## config.mk

```make
export PLATFORM = sky130hd
export DESIGN_NAME = dual_rail_supervisor
export DESIGN_NICKNAME = d
export VERILOG_FILES = /design/src/rtl/sup_pkg.sv /design/src/rtl/sup_flag_filter.sv /design/src/rtl/sup_crowbar.sv /design/src/rtl/sup_seq_fsm.sv /design/src/rtl/dual_rail_supervisor.sv
export SDC_FILE = /design/constraint.sdc
export NUM_CORES = 1
export LEC_CHECK = 0
export ABC_AREA = 1
export CAP_MARGIN = 5
export CORE_MARGIN = 2
export CORE_UTILIZATION = 51
export CTS_CLUSTER_DIAMETER = 200
export DETAILED_ROUTE_END_ITERATION = 6
export DONT_BUFFER_PORTS = 1
export PLACE_DENSITY = 0.77
export SLEW_MARGIN = 20
export SYNTH_ARGS = -nofsm -noshare
export SYNTH_HDL_FRONTEND = slang
export SYNTH_SLANG_ARGS = --single-unit
```

## constraint.sdc

```tcl
create_clock -name clk -period 2.4 [get_ports clk]
set_input_delay 0.12 -clock clk [delete_from_list [all_inputs] [get_ports clk]]
set_output_delay 0.12 -clock clk [all_outputs]
set_load 0.1 [all_outputs]
```

## src/rtl/sup_pkg.sv

```systemverilog
package sup_pkg;
    typedef enum logic [1:0] {
        ST_OFF   = 2'd0,
        ST_SOFT  = 2'd1,
        ST_RUN   = 2'd2,
        ST_LATCH = 2'd3
    } sup_state_e;
endpackage

```

## src/rtl/sup_flag_filter.sv

```systemverilog
module sup_flag_filter #(
    parameter int FILT_CYC = 4
) (
    input  logic clk,
    input  logic por_n,
    input  logic raw,
    output logic filt
);
    localparam int CW = (FILT_CYC < 2) ? 1 : $clog2(FILT_CYC);
    localparam logic [CW-1:0] LAST = CW'(FILT_CYC - 1);

    typedef struct packed {
        logic          lvl;
        logic [CW-1:0] cnt;
    } filt_t;

    filt_t r_d, r_q;

    always_comb begin
        r_d = r_q;
        if (raw != r_q.lvl) begin
            if (r_q.cnt == LAST) begin
                r_d.lvl = raw;
                r_d.cnt = '0;
            end else begin
                r_d.cnt = r_q.cnt + 1'b1;
            end
        end else begin
            r_d.cnt = '0;
        end
    end

    always_ff @(posedge clk or negedge por_n) begin
        if (!por_n) r_q <= '0;
        else        r_q <= r_d;
    end

    assign filt = r_q.lvl;
endmodule

```

## src/rtl/sup_crowbar.sv

```systemverilog
module sup_crowbar (
    input  logic clk,
    input  logic por_n,
    input  logic mon,
    input  logic ov_any,
    input  logic floor_hit,
    output logic crowbar
);
    typedef struct packed {
        logic on;
    } cb_t;

    cb_t r_d, r_q;

    always_comb begin
        r_d = r_q;
        if (mon && ov_any)          r_d.on = 1'b1;
        else if (r_q.on && floor_hit) r_d.on = 1'b0;
    end

    always_ff @(posedge clk or negedge por_n) begin
        if (!por_n) r_q <= '0;
        else        r_q <= r_d;
    end

    assign crowbar = r_q.on;
endmodule

```

## src/rtl/sup_seq_fsm.sv

```systemverilog
module sup_seq_fsm
    import sup_pkg::*;
#(
    parameter int NRAIL = 2
) (
    input  logic             clk,
    input  logic             por_n,
    input  logic             en,
    input  logic [NRAIL-1:0] ss_done,
    input  logic [NRAIL-1:0] uv_f,
    input  logic [NRAIL-1:0] ov_f,
    input  logic [NRAIL-1:0] oc_f,
    output sup_state_e       st,
    output logic             pg
);
    typedef struct packed {
        sup_state_e st;
        logic       pg;
    } seq_t;

    seq_t r_d, r_q;
    logic hard_fault;
    logic window_ok;

    always_comb begin
        hard_fault = (|ov_f) || (|oc_f);
        window_ok  = !((|uv_f) || hard_fault);
        r_d = r_q;
        unique case (r_q.st)
            ST_OFF: begin
                if (en) r_d.st = ST_SOFT;
            end
            ST_SOFT: begin
                if (hard_fault)    r_d.st = ST_LATCH;
                else if (!en)      r_d.st = ST_OFF;
                else if (&ss_done) r_d.st = ST_RUN;
            end
            ST_RUN: begin
                if (hard_fault) r_d.st = ST_LATCH;
                else if (!en)   r_d.st = ST_OFF;
            end
            default: r_d.st = ST_LATCH;
        endcase
        r_d.pg = (r_d.st == ST_RUN) && window_ok;
    end

    always_ff @(posedge clk or negedge por_n) begin
        if (!por_n) r_q <= '{st: ST_OFF, pg: 1'b0};
        else        r_q <= r_d;
    end

    assign st = r_q.st;
    assign pg = r_q.pg;
endmodule

```

## src/rtl/dual_rail_supervisor.sv

```systemverilog
module dual_rail_supervisor
    import sup_pkg::*;
#(
    parameter int NRAIL    = 2,
    parameter int FILT_CYC = 4
) (
    input  logic             clk,
    input  logic             por_n,
    input  logic             en,
    input  logic [NRAIL-1:0] ss_done,
    input  logic [NRAIL-1:0] uv,
    input  logic [NRAIL-1:0] ov,
    input  logic [NRAIL-1:0] oc,
    input  logic             vdiff_low,
    output logic             pg_ok,
    output logic             pwm_inhibit,
    output logic [NRAIL-1:0] lsd_force
);
    logic [NRAIL-1:0] uv_f, ov_f, oc_f;
    logic             vdiff_f;
    logic             crowbar_q;
    sup_state_e       st_q;

    for (genvar i = 0; i < NRAIL; i++) begin : g_rail
        sup_flag_filter #(.FILT_CYC(FILT_CYC)) u_uv (
            .clk(clk), .por_n(por_n), .raw(uv[i]), .filt(uv_f[i]));
        sup_flag_filter #(.FILT_CYC(FILT_CYC)) u_ov (
            .clk(clk), .por_n(por_n), .raw(ov[i]), .filt(ov_f[i]));
        sup_flag_filter #(.FILT_CYC(FILT_CYC)) u_oc (
            .clk(clk), .por_n(por_n), .raw(oc[i]), .filt(oc_f[i]));
    end

    sup_flag_filter #(.FILT_CYC(FILT_CYC)) u_vdiff (
        .clk(clk), .por_n(por_n), .raw(vdiff_low), .filt(vdiff_f));

    sup_seq_fsm #(.NRAIL(NRAIL)) u_seq (
        .clk     (clk),
        .por_n   (por_n),
        .en      (en),
        .ss_done (ss_done),
        .uv_f    (uv_f),
        .ov_f    (ov_f),
        .oc_f    (oc_f),
        .st      (st_q),
        .pg      (pg_ok)
    );

    sup_crowbar u_cb (
        .clk       (clk),
        .por_n     (por_n),
        .mon       (st_q != ST_OFF),
        .ov_any    (|ov_f),
        .floor_hit (vdiff_f),
        .crowbar   (crowbar_q)
    );

    assign pwm_inhibit = (st_q == ST_OFF) || (st_q == ST_LATCH);
    assign lsd_force   = {NRAIL{crowbar_q}};
endmodule

```

==> results of run 1 <==
==> stage by stage <==
stage / worst slack [ps] / std cells / area [µm²]
after floorplan: 981 / 105 / 1150
after global placement: 1160 / 133 / 1190
after detailed placement: 1110 / 133 / 1190
after CTS: 825 / 145 / 1300
after global routing: 750 / 146 / 1300
final: 851 / 146 / 1300
==> sequential cells by signal (all words and copies together) (netlist names) <==
signal and count:
g_rail.u_oc.filt 2, g_rail.u_uv.filt 2, u_vdiff.filt 1, u_vdiff.r_q 2
u_seq.st 2, g_rail.u_ov.filt 2, u_cb.crowbar 1, g_rail.u_oc.r_q 4
u_seq.pg 1, g_rail.u_ov.r_q 4, g_rail.u_uv.r_q 4
==> layer usage <==
metal  track usage  share of wire  wire length [µm]  vias up
met5             0              0                 0        -
met4        0.0395         0.0068                11        0
met3        0.0526          0.042                68        2
met2         0.284           0.55               878       15
met1         0.159           0.40               648      348
li1              -              -                 -      359
==> cell usage after synthesis (all sizes together) <==
cell   count
a21oi      1
buf        2
dfrtp     25
ha        11
inv       13
mux2       6
nand2     12
nand3      3
nor2      13
nor3       8
o21ai      3
or2        1
xnor2      7
==> final cells by class <==
type	instances	area [µm²]	share of cell area
Sequential cell	25	627	0.482
Clock inverter	1	7.51	0.00577
Tap cell	28	35.0	0.0269
Clock buffer	3	22.5	0.0173
Inverter	13	48.8	0.0375
Timing Repair Buffer	11	100	0.0769
Multi-Input combinational cell	65	460	0.354
==> path summary, 6_finish.rpt <==
check | start | to | slack [ps] | depth (start not counted)
min in group asynchronous | por_n | g_rail[0].u_uv.r_q[1] | 300 | 2
max in group asynchronous | por_n | u_cb.crowbar | 1700 | 2
worst min-delay path | en | u_seq.st[1] | 20 | 3
worst max register to register | u_seq.st[0] | u_seq.pg | 1090 | 7
worst min register to register | g_rail[0].u_uv.r_q[0] | g_rail[0].u_uv.r_q[0] | 440 | 1
worst max-delay path | u_seq.st[1] | pwm_inhibit | 850 | 4
==> logic make-up (layout without fill, tap and decap cells) <==
family / after synthesis / after routing
AOI/OAI and AO/OA: 4 / 4
xor gates and xnor gates: 7 / 7
adders and majority gates: 11 / 11
buffers and inverters: 15 / 28
DFF: 25 / 25
muxes: 6 / 6
and+or+nand+nor: 37 / 37
==> critical path: stages (launching register included) <==
cell and delay, ps:
dfrtp_1 440, inv_1 80, ha_1 270, inv_1 50, buf_4 280
==> where the power goes <==
group	total, mW	switching, mW	internal, mW
registers	0.733	0.132	0.601
logic	0.795	0.497	0.298
clock network	0.184	0.121	0.0636
==> results.sh, run 1 <==
export IMPL_status="finished, final reports clean"
export IMPL_fin_hold_ws_ps=16.2
export IMPL_cp_max_fo=5
export IMPL_grt_pass1_wl_mm=2.94
export IMPL_yosys_area_share_simple=0.148
export IMPL_fin_crit_sh=0.646
export IMPL_cts_root_buf="clkbuf_4"
export IMPL_fillCellCount=189
export IMPL_ctsHtreeMaxLevel=1
export IMPL_area_delta_synth_final_pct=13.2
export IMPL_antennaDiodeCount=0
export IMPL_finalHoldViolCount=0
export IMPL_die_h_um=51.5
export IMPL_cts_resized=0
export IMPL_cp_required_ps=2280
export IMPL_first_pass_iters=4
export IMPL_synth_fa_ha_area_frac=0.120
export IMPL_ys_ff_latch=25
export IMPL_finalSetupViolCount=0
export IMPL_clk_latency_ps=320
export IMPL_rsz0062_at_grt="no"
export IMPL_crit_arrival_ps=1430
export IMPL_wire_per_inst_um=11.0
export IMPL_antenna_left=0
export IMPL_synth_mux_area_frac=0.0588
export IMPL_num_vias=724
export IMPL_drcViolationCount=0
export IMPL_cts_hold_buf=8
export IMPL_synth_top_family_by_area="simple AND/OR/NAND/NOR gates"
export IMPL_fin_crit_ps=1550
export IMPL_layout_common_cells="dfrtp_1, inv_1, nor2_1, ha_1, nand2_1"
export IMPL_ir_worst_vdd_mv=0.710
export IMPL_antenna_found_initial=0
export IMPL_synth_xor_area_frac=0.0533
export IMPL_drive_gt1_frac=0.195
export IMPL_p_per_area_nw_per_um2=1320
export IMPL_syn_instance_count=105
export IMPL_numCtsBuffers=3
export IMPL_syn_num_nets=128
export IMPL_core_um2=2170
export IMPL_clock_skew_ps=16.6
export IMPL_grt_pass1_vias=729
export IMPL_synth_top_cell_by_area="dfrtp_1"
export IMPL_post_drt_via_cell_ratio=4.96
export IMPL_globalplace_congestion=0.821
export IMPL_initial_utilization=0.530
export IMPL_die_x_um=51.5
export IMPL_synth_compound_area_frac=0.0207
export IMPL_fmax_ghz=0.645
export IMPL_finalSetupTns_ps=0
export IMPL_ys_types=17
export IMPL_setup_worst_path_class="register to output port"
export IMPL_cts_tree="done"
export IMPL_syn_area_per_cell_um2=11.0
export IMPL_end_kind="output port"
export IMPL_power_total_mw=1.71
export IMPL_hold_class="input pin to register"
export IMPL_yosysSeqAreaShare=0.544
export IMPL_cp_start_kind="register"
export IMPL_io_buffers=0
export IMPL_synthesis_area_um2=1150
export IMPL_clock_sinks=25
export IMPL_core_rowCount=17
export IMPL_layout_commonest_cell="dfrtp_1"
export IMPL_dieArea_um2=2650
export IMPL_yosys_warnings=0
export IMPL_grt_ovfl_total=0
export IMPL_post_cts_buffers=0
export IMPL_maxCapViolCount=0
export IMPL_slew_headroom=0.417
export IMPL_yosysTopAreaCellShare=0.544
export IMPL_finalMaxSlewViolations=0
export IMPL_nets=142
export IMPL_final_util=0.600
export IMPL_track_usage=0.152
export IMPL_ios=16
export IMPL_synth_area_top_cells="dfrtp_1, ha_1, mux2_2"
export IMPL_cts_clk_slew_worst_paths_ps=140
export IMPL_place_hpwl_mm=1.24
export IMPL_clockBufferDepth=2
export IMPL_leakage_nw=0.640
export IMPL_drt_total_wl_mm=1.61
export IMPL_worst_slew_pin_transition_ps=876
export IMPL_grt_max_degree=26
export IMPL_drt_iter0_drc=8
Note: power is estimated with default switching activity, not from simulation.
==> run 2, diff against run 1 <==
==> constraint.sdc (replaced) <==
create_clock -name clk -period 1.6 [get_ports clk]
set_input_delay 0.08 -clock clk [delete_from_list [all_inputs] [get_ports clk]]
set_output_delay 0.08 -clock clk [all_outputs]
set_load 0.1 [all_outputs]
==> run 2 against run 1 <==
  * Sequential cell count unchanged
  * Sequential power up 49%
  * Hold slack gained 18 ps
  * Highest routed layer unchanged
==> results.sh, run 2 (same netlist as run 1, synthesis figures left out) <==
export IMPL_finalSetupViolCount=0
export IMPL_hold_class="input pin to register"
export IMPL_finalSetupTns_ps=0
export IMPL_finalHoldViolCount=0
export IMPL_layout_common_cells="dfrtp_1, inv_1, nor2_1, ha_1"
export IMPL_clock_sinks=25
export IMPL_clk_latency_ps=320
export IMPL_core_rowCount=17
export IMPL_ios=16
export IMPL_post_cts_buffers=0
export IMPL_cp_max_fo=5
export IMPL_rsz0062_at_grt="no"
export IMPL_first_pass_iters=4
export IMPL_cts_root_buf="clkbuf_4"
export IMPL_grt_ovfl_total=0
export IMPL_placed_cell_area_um2=1190
export IMPL_layout_commonest_cell="dfrtp_1"
export IMPL_crit_buf_inv=3
export IMPL_crit_path_cell_trace="inv_1 > ha_1 > inv_1 > buf_4"
export IMPL_grt_max_degree=26
export IMPL_crit_top_cell="inv_1"
export IMPL_nets=144
export IMPL_ir_worst_vdd_mv=1.37
export IMPL_cp_required_ps=1520
export IMPL_crit_family="flip-flops"
export IMPL_io_buffers=0
export IMPL_finalMaxSlewViolations=0
export IMPL_fin_crit_sh=0.946
export IMPL_cp_start_kind="register"
export IMPL_wire_per_inst_um=11.7
export IMPL_track_usage=0.160
export IMPL_end_kind="output port"
export IMPL_critPathLaunch="u_seq.st[1]"
export IMPL_leakage_nw=0.654
export IMPL_clock_skew_ps=14.2
export IMPL_crit_arrival_ps=1430
export IMPL_min_from="en"
export IMPL_num_vias=749
export IMPL_slowest_delay_ps=450
export IMPL_final_area_um2=1320
export IMPL_area_delta_synth_final_pct=14.5
export IMPL_core_um2=2170
export IMPL_cts_tree="done"
export IMPL_crit_slowest_cell="dfrtp_1"
export IMPL_grt_pass1_vias=747
export IMPL_cts_clk_slew_worst_paths_ps=110
export IMPL_globalplace_congestion=0.812
export IMPL_ctsHtreeMaxLevel=1
export IMPL_die_h_um=51.5
export IMPL_place_hpwl_mm=1.33
export IMPL_drcViolationCount=0
export IMPL_grt_pass1_wl_mm=3.06
export IMPL_drt_iter0_drc=13
export IMPL_antenna_found_initial=0
export IMPL_antenna_left=0
export IMPL_fillCellCount=195
export IMPL_dieArea_um2=2650
export IMPL_p_per_area_nw_per_um2=1970
export IMPL_drt_total_wl_mm=1.73
export IMPL_reg2reg_from="u_seq.st[1]"
export IMPL_initial_utilization=0.530
export IMPL_clockBufferDepth=2
export IMPL_fmax_ghz=0.660
export IMPL_setup_worst_path_class="register to output port"
export IMPL_antennaDiodeCount=0
export IMPL_numCtsBuffers=3
export IMPL_drive_gt1_frac=0.200
export IMPL_worst_slew_pin_transition_ps=546
export IMPL_post_drt_via_cell_ratio=5.06
export IMPL_slew_headroom=0.639
export IMPL_largestRegisters="g_rail.u_oc.r_q: 4 flops, g_rail.u_ov.r_q: 4 flops, g_rail.u_uv.r_q: 4 flops"
export IMPL_die_x_um=51.5
export IMPL_fin_crit_ps=1510
export IMPL_maxCapViolCount=0
export IMPL_status="finished, final reports clean"
-- run 2: cell count changes in the layout (fill, tap and decap cells not counted) --
cell / previous run / this run
clkinvlp_4: 1 / 0
dlygate4sd3_1: 8 / 9
clkinv_2: 0 / 1
buf_4: 2 / 3
-- run 2: path summary, 6_finish.rpt --
kind	end	slack, ps	cells after the start
worst max-delay path	pwm_inhibit	90	4
worst max register to register	u_seq.pg	280	7
worst min-delay path	u_seq.st[0]	30	4
min in group asynchronous	g_rail[1].u_ov.r_q[1]	270	2
worst min register to register	g_rail[1].u_uv.r_q[0]	440	1
max in group asynchronous	u_cb.crowbar	950	2
-- run 2: layout make-up --
| cell class | count | area, µm² | area share |
|---|---|---|---|
| timing repair buffer | 13 | 118 | 0.0894 |
| tap | 28 | 35.0 | 0.0266 |
| clock buffer | 3 | 22.5 | 0.0171 |
| inverter | 13 | 48.8 | 0.0371 |
| clock inverter | 1 | 5.00 | 0.00380 |
| multi-input combinational | 65 | 460 | 0.350 |
| sequential | 25 | 627 | 0.476 |
-- run 2: through the flow --
step / instances / worst slack [ps] / total power, mW / util / hold WS [ps]
finish: 148 / 85.8 / 2.60 / 0.607 / 34.7
global route: 148 / 1.76 / 2.82 / 0.607 / 19.8
CTS: 147 / 71.1 / 2.63 / 0.604 / 15.5
detailed placement: 134 / 320 / 2.33 / 0.550 / -215
global placement: 134 / 360 / 2.23 / 0.550 / -215
floorplan: 105 / 221 / 2.10 / - / -216
-- run 2: timing repair --
action,in CTS,in global routing
resized for setup,0,0
endpoints found under the hold margin,47,25
hold buffers,9,1
-- run 2: worst min-delay path, cell delays in order --
cell,delay (ps)
nand2_1,60
o21ai_2,60
nand2_2,50
nand2_2,60
-- run 2: metal layers --
metal | vias to the layer above | GRT usage | routed length, µm
met4 | 0 | 0.0526 | 12
met3 | 2 | 0.0556 | 84
met5 | - | 0 | 0
li1 | 366 | - | -
met2 | 16 | 0.299 | 946
met1 | 365 | 0.163 | 687
-- run 2: where the power goes --
group	leakage, nW	switching (mW)	internal [mW]
combinational	0.327	0.778	0.458
sequential	0.309	0.191	0.903
clock	0.0177	0.174	0.0935
total	0.654	1.14	1.45
==> run 3, diff against run 2 <==
--- a/config.mk
+++ b/config.mk
@@ -12,8 +12,7 @@
 export CTS_CLUSTER_DIAMETER = 200
 export DETAILED_ROUTE_END_ITERATION = 6
 export DONT_BUFFER_PORTS = 1
-export PLACE_DENSITY = 0.77
-export SLEW_MARGIN = 20
+export PLACE_DENSITY = 0.8
 export SYNTH_ARGS = -nofsm -noshare
 export SYNTH_HDL_FRONTEND = slang
 export SYNTH_SLANG_ARGS = --single-unit
==> constraint.sdc (replaced) <==
create_clock -name clk -period 1.3 [get_ports clk]
set_input_delay 0.065 -clock clk [delete_from_list [all_inputs] [get_ports clk]]
set_output_delay 0.065 -clock clk [all_outputs]
set_load 0.1 [all_outputs]
==> run 3 against run 2 <==
  * The flow now finishes with violations (negative setup slack)
  * Non-clock buffer count rose by 3
  * Clock power rose by 25%
  * Sequential cell count did not move
  * Critical path depth did not move
  * Clock-buffer cell count did not move
  * Combinational power rose by 48%
  * First-iteration DRC count fell by 54%
  * Register-to-register slack got worse by 290 ps
  * Clock skew fell by 8.1 ps
  * Utilization rose by 4.2 points
  * Setup slack got worse by 120 ps
  * Sequential share of layout area fell by 3.1 points
  * Critical endpoint unchanged
  * Largest cell class unchanged
==> results.sh, run 3 (same netlist as run 1, synthesis figures left out) <==
export IMPL_clock_sinks=25
export IMPL_nets=147
export IMPL_worst_slew_pin_transition_ps=277
export IMPL_crit_buf_inv=3
export IMPL_die_x_um=51.5
export IMPL_status="complete, but fails checks"
export IMPL_hold_path_depth=4
export IMPL_ir_worst_vdd_mv=1.89
export IMPL_largestRegisters="g_rail.u_oc.r_q: 4 flops, g_rail.u_ov.r_q: 4 flops, g_rail.u_uv.r_q: 4 flops"
export IMPL_fmax_ghz=0.752
export IMPL_grt_pass1_wl_mm=3.24
export IMPL_grt_pass1_vias=802
export IMPL_fin_ws_ps=-30.0
export IMPL_leakage_nw=0.676
export IMPL_drive_gt1_frac=0.276
export IMPL_drt_total_wl_mm=1.73
export IMPL_antenna_found_initial=0
export IMPL_crit_slowest_cell="dfrtp_1"
export IMPL_first_pass_iters=4
export IMPL_clockBufferDepth=2
export IMPL_final_area_um2=1410
export IMPL_r2r_cells=7
export IMPL_multiInputGateArea_um2=485
export IMPL_crit_path_cell_trace="inv_2 > ha_4 > clkinvlp_4 > buf_12"
export IMPL_core_um2=2170
export IMPL_violations="negative setup slack"
export IMPL_dieArea_um2=2650
export IMPL_fin_crit_sh=1.02
export IMPL_numCtsBuffers=3
export IMPL_ios=16
export IMPL_wire_per_inst_um=11.5
export IMPL_rsz0062_at_grt="yes"
export IMPL_finalMaxSlewViolations=0
export IMPL_antenna_left=0
export IMPL_cts_tree="done"
export IMPL_drt_iter0_drc=6
export IMPL_globalplace_congestion=0.781
export IMPL_initial_utilization=0.530
export IMPL_num_vias=740
export IMPL_finalHoldViolCount=0
export IMPL_die_h_um=51.5
export IMPL_cp_start_kind="register"
export IMPL_cts_root_buf="clkbuf_4"
export IMPL_end_kind="output port"
export IMPL_seq_area_um2=627
export IMPL_layout_common_cells="dfrtp_1, nor2_1, inv_1, dlygate4sd3_1"
export IMPL_fin_crit_ps=1330
export IMPL_grt_ovfl_total=0
export IMPL_cp_required_ps=1240
export IMPL_maxCapViolCount=0
export IMPL_core_rowCount=17
export IMPL_fillCellCount=178
export IMPL_grt_max_degree=26
export IMPL_placed_cell_area_um2=1220
export IMPL_crit_arrival_ps=1260
export IMPL_cp_max_fo=3
export IMPL_setup_worst_path_class="register to output port"
export IMPL_clk_latency_ps=310
export IMPL_post_drt_via_cell_ratio=4.90
export IMPL_place_hpwl_mm=1.25
export IMPL_finalSetupViolCount=2
export IMPL_final_util=0.649
export IMPL_p_per_area_nw_per_um2=2480
export IMPL_drcViolationCount=0
export IMPL_slowest_delay_ps=380
export IMPL_layout_commonest_cell="dfrtp_1"
export IMPL_crit_family="flip-flops"
export IMPL_hold_class="input pin to register"
export IMPL_clock_skew_ps=6.04
export IMPL_antennaDiodeCount=0
export IMPL_track_usage=0.167
export IMPL_slew_headroom=0.817
export IMPL_cts_clk_slew_worst_paths_ps=130
export IMPL_io_buffers=0
export IMPL_area_delta_synth_final_pct=22.4
export IMPL_cp_depth=4
export IMPL_ctsHtreeMaxLevel=1
-- run 3: through the flow --
| stage | power (mW) | hold WS (ps) | cells | setup TNS (ps) | worst slack, ps |
|---|---|---|---|---|---|
| after floorplan | 2.62 | -231 | 105 | 0 | 75.1 |
| after global placement | 2.91 | -230 | 134 | 0 | 61.4 |
| after detailed placement | 3.00 | -230 | 134 | 0 | 14.8 |
| after CTS | 3.52 | 1.74 | 151 | -66.6 | -52.0 |
| after global routing | 3.81 | 53.4 | 151 | -171 | -109 |
| final | 3.50 | 49.2 | 151 | -44.7 | -30.0 |
-- run 3: repair_timing --
action,4_1_cts,5_1_grt
endpoints found under the setup margin,1,2
hold buffers,10,0
hold endpoints to repair,48,0
buffers inserted,3,0
gates resized for setup,5,1
pin swaps,1,0
-- run 3: area by class of cell --
cell class,count,share of cell area
flip-flops and latches,25,0.445
multi-input cells,65,0.345
repair buffers,16,0.128
inverters,13,0.0373
well taps,28,0.0249
clock buffers,3,0.0160
clock inverters,1,0.00356
-- run 3: power by group --
part	total, mW	internal (mW)	leakage [nW]	switching (mW)
logic	1.83	0.782	0.349	1.05
clock network	0.335	0.115	0.0177	0.220
registers	1.33	1.11	0.309	0.223
total	3.50	2.01	0.676	1.49
-- run 3: metal layers --
metal | track usage | vias up | routed length [µm]
li1 | - | 373 | -
met1 | 0.192 | 358 | 754
met2 | 0.308 | 9 | 923
met3 | 0.0263 | 0 | 52
met4 | 0.0658 | 0 | 0
met5 | 0 | - | 0
-- run 3: final timing paths --
path	start	to	slack, ps
min in group asynchronous	por_n	g_rail[1].u_ov.filt	160
max in group asynchronous	por_n	u_cb.crowbar	990
hold / removal	en	u_seq.st[1]	50
hold reg to reg	g_rail[0].u_oc.r_q[0]	g_rail[0].u_oc.r_q[0]	450
setup / recovery	u_seq.st[0]	pwm_inhibit	-30
setup reg to reg	u_seq.st[1]	u_seq.pg	-10
-- run 3: worst reg2reg max path, cell delays in order, from the launching register on --
cell,delay [ps]
dfrtp_1,410
buf_4,160
ha_2,170
or2_4,260
nand2_2,70
nand3_2,60
nand2_1,70
nor2_1,40
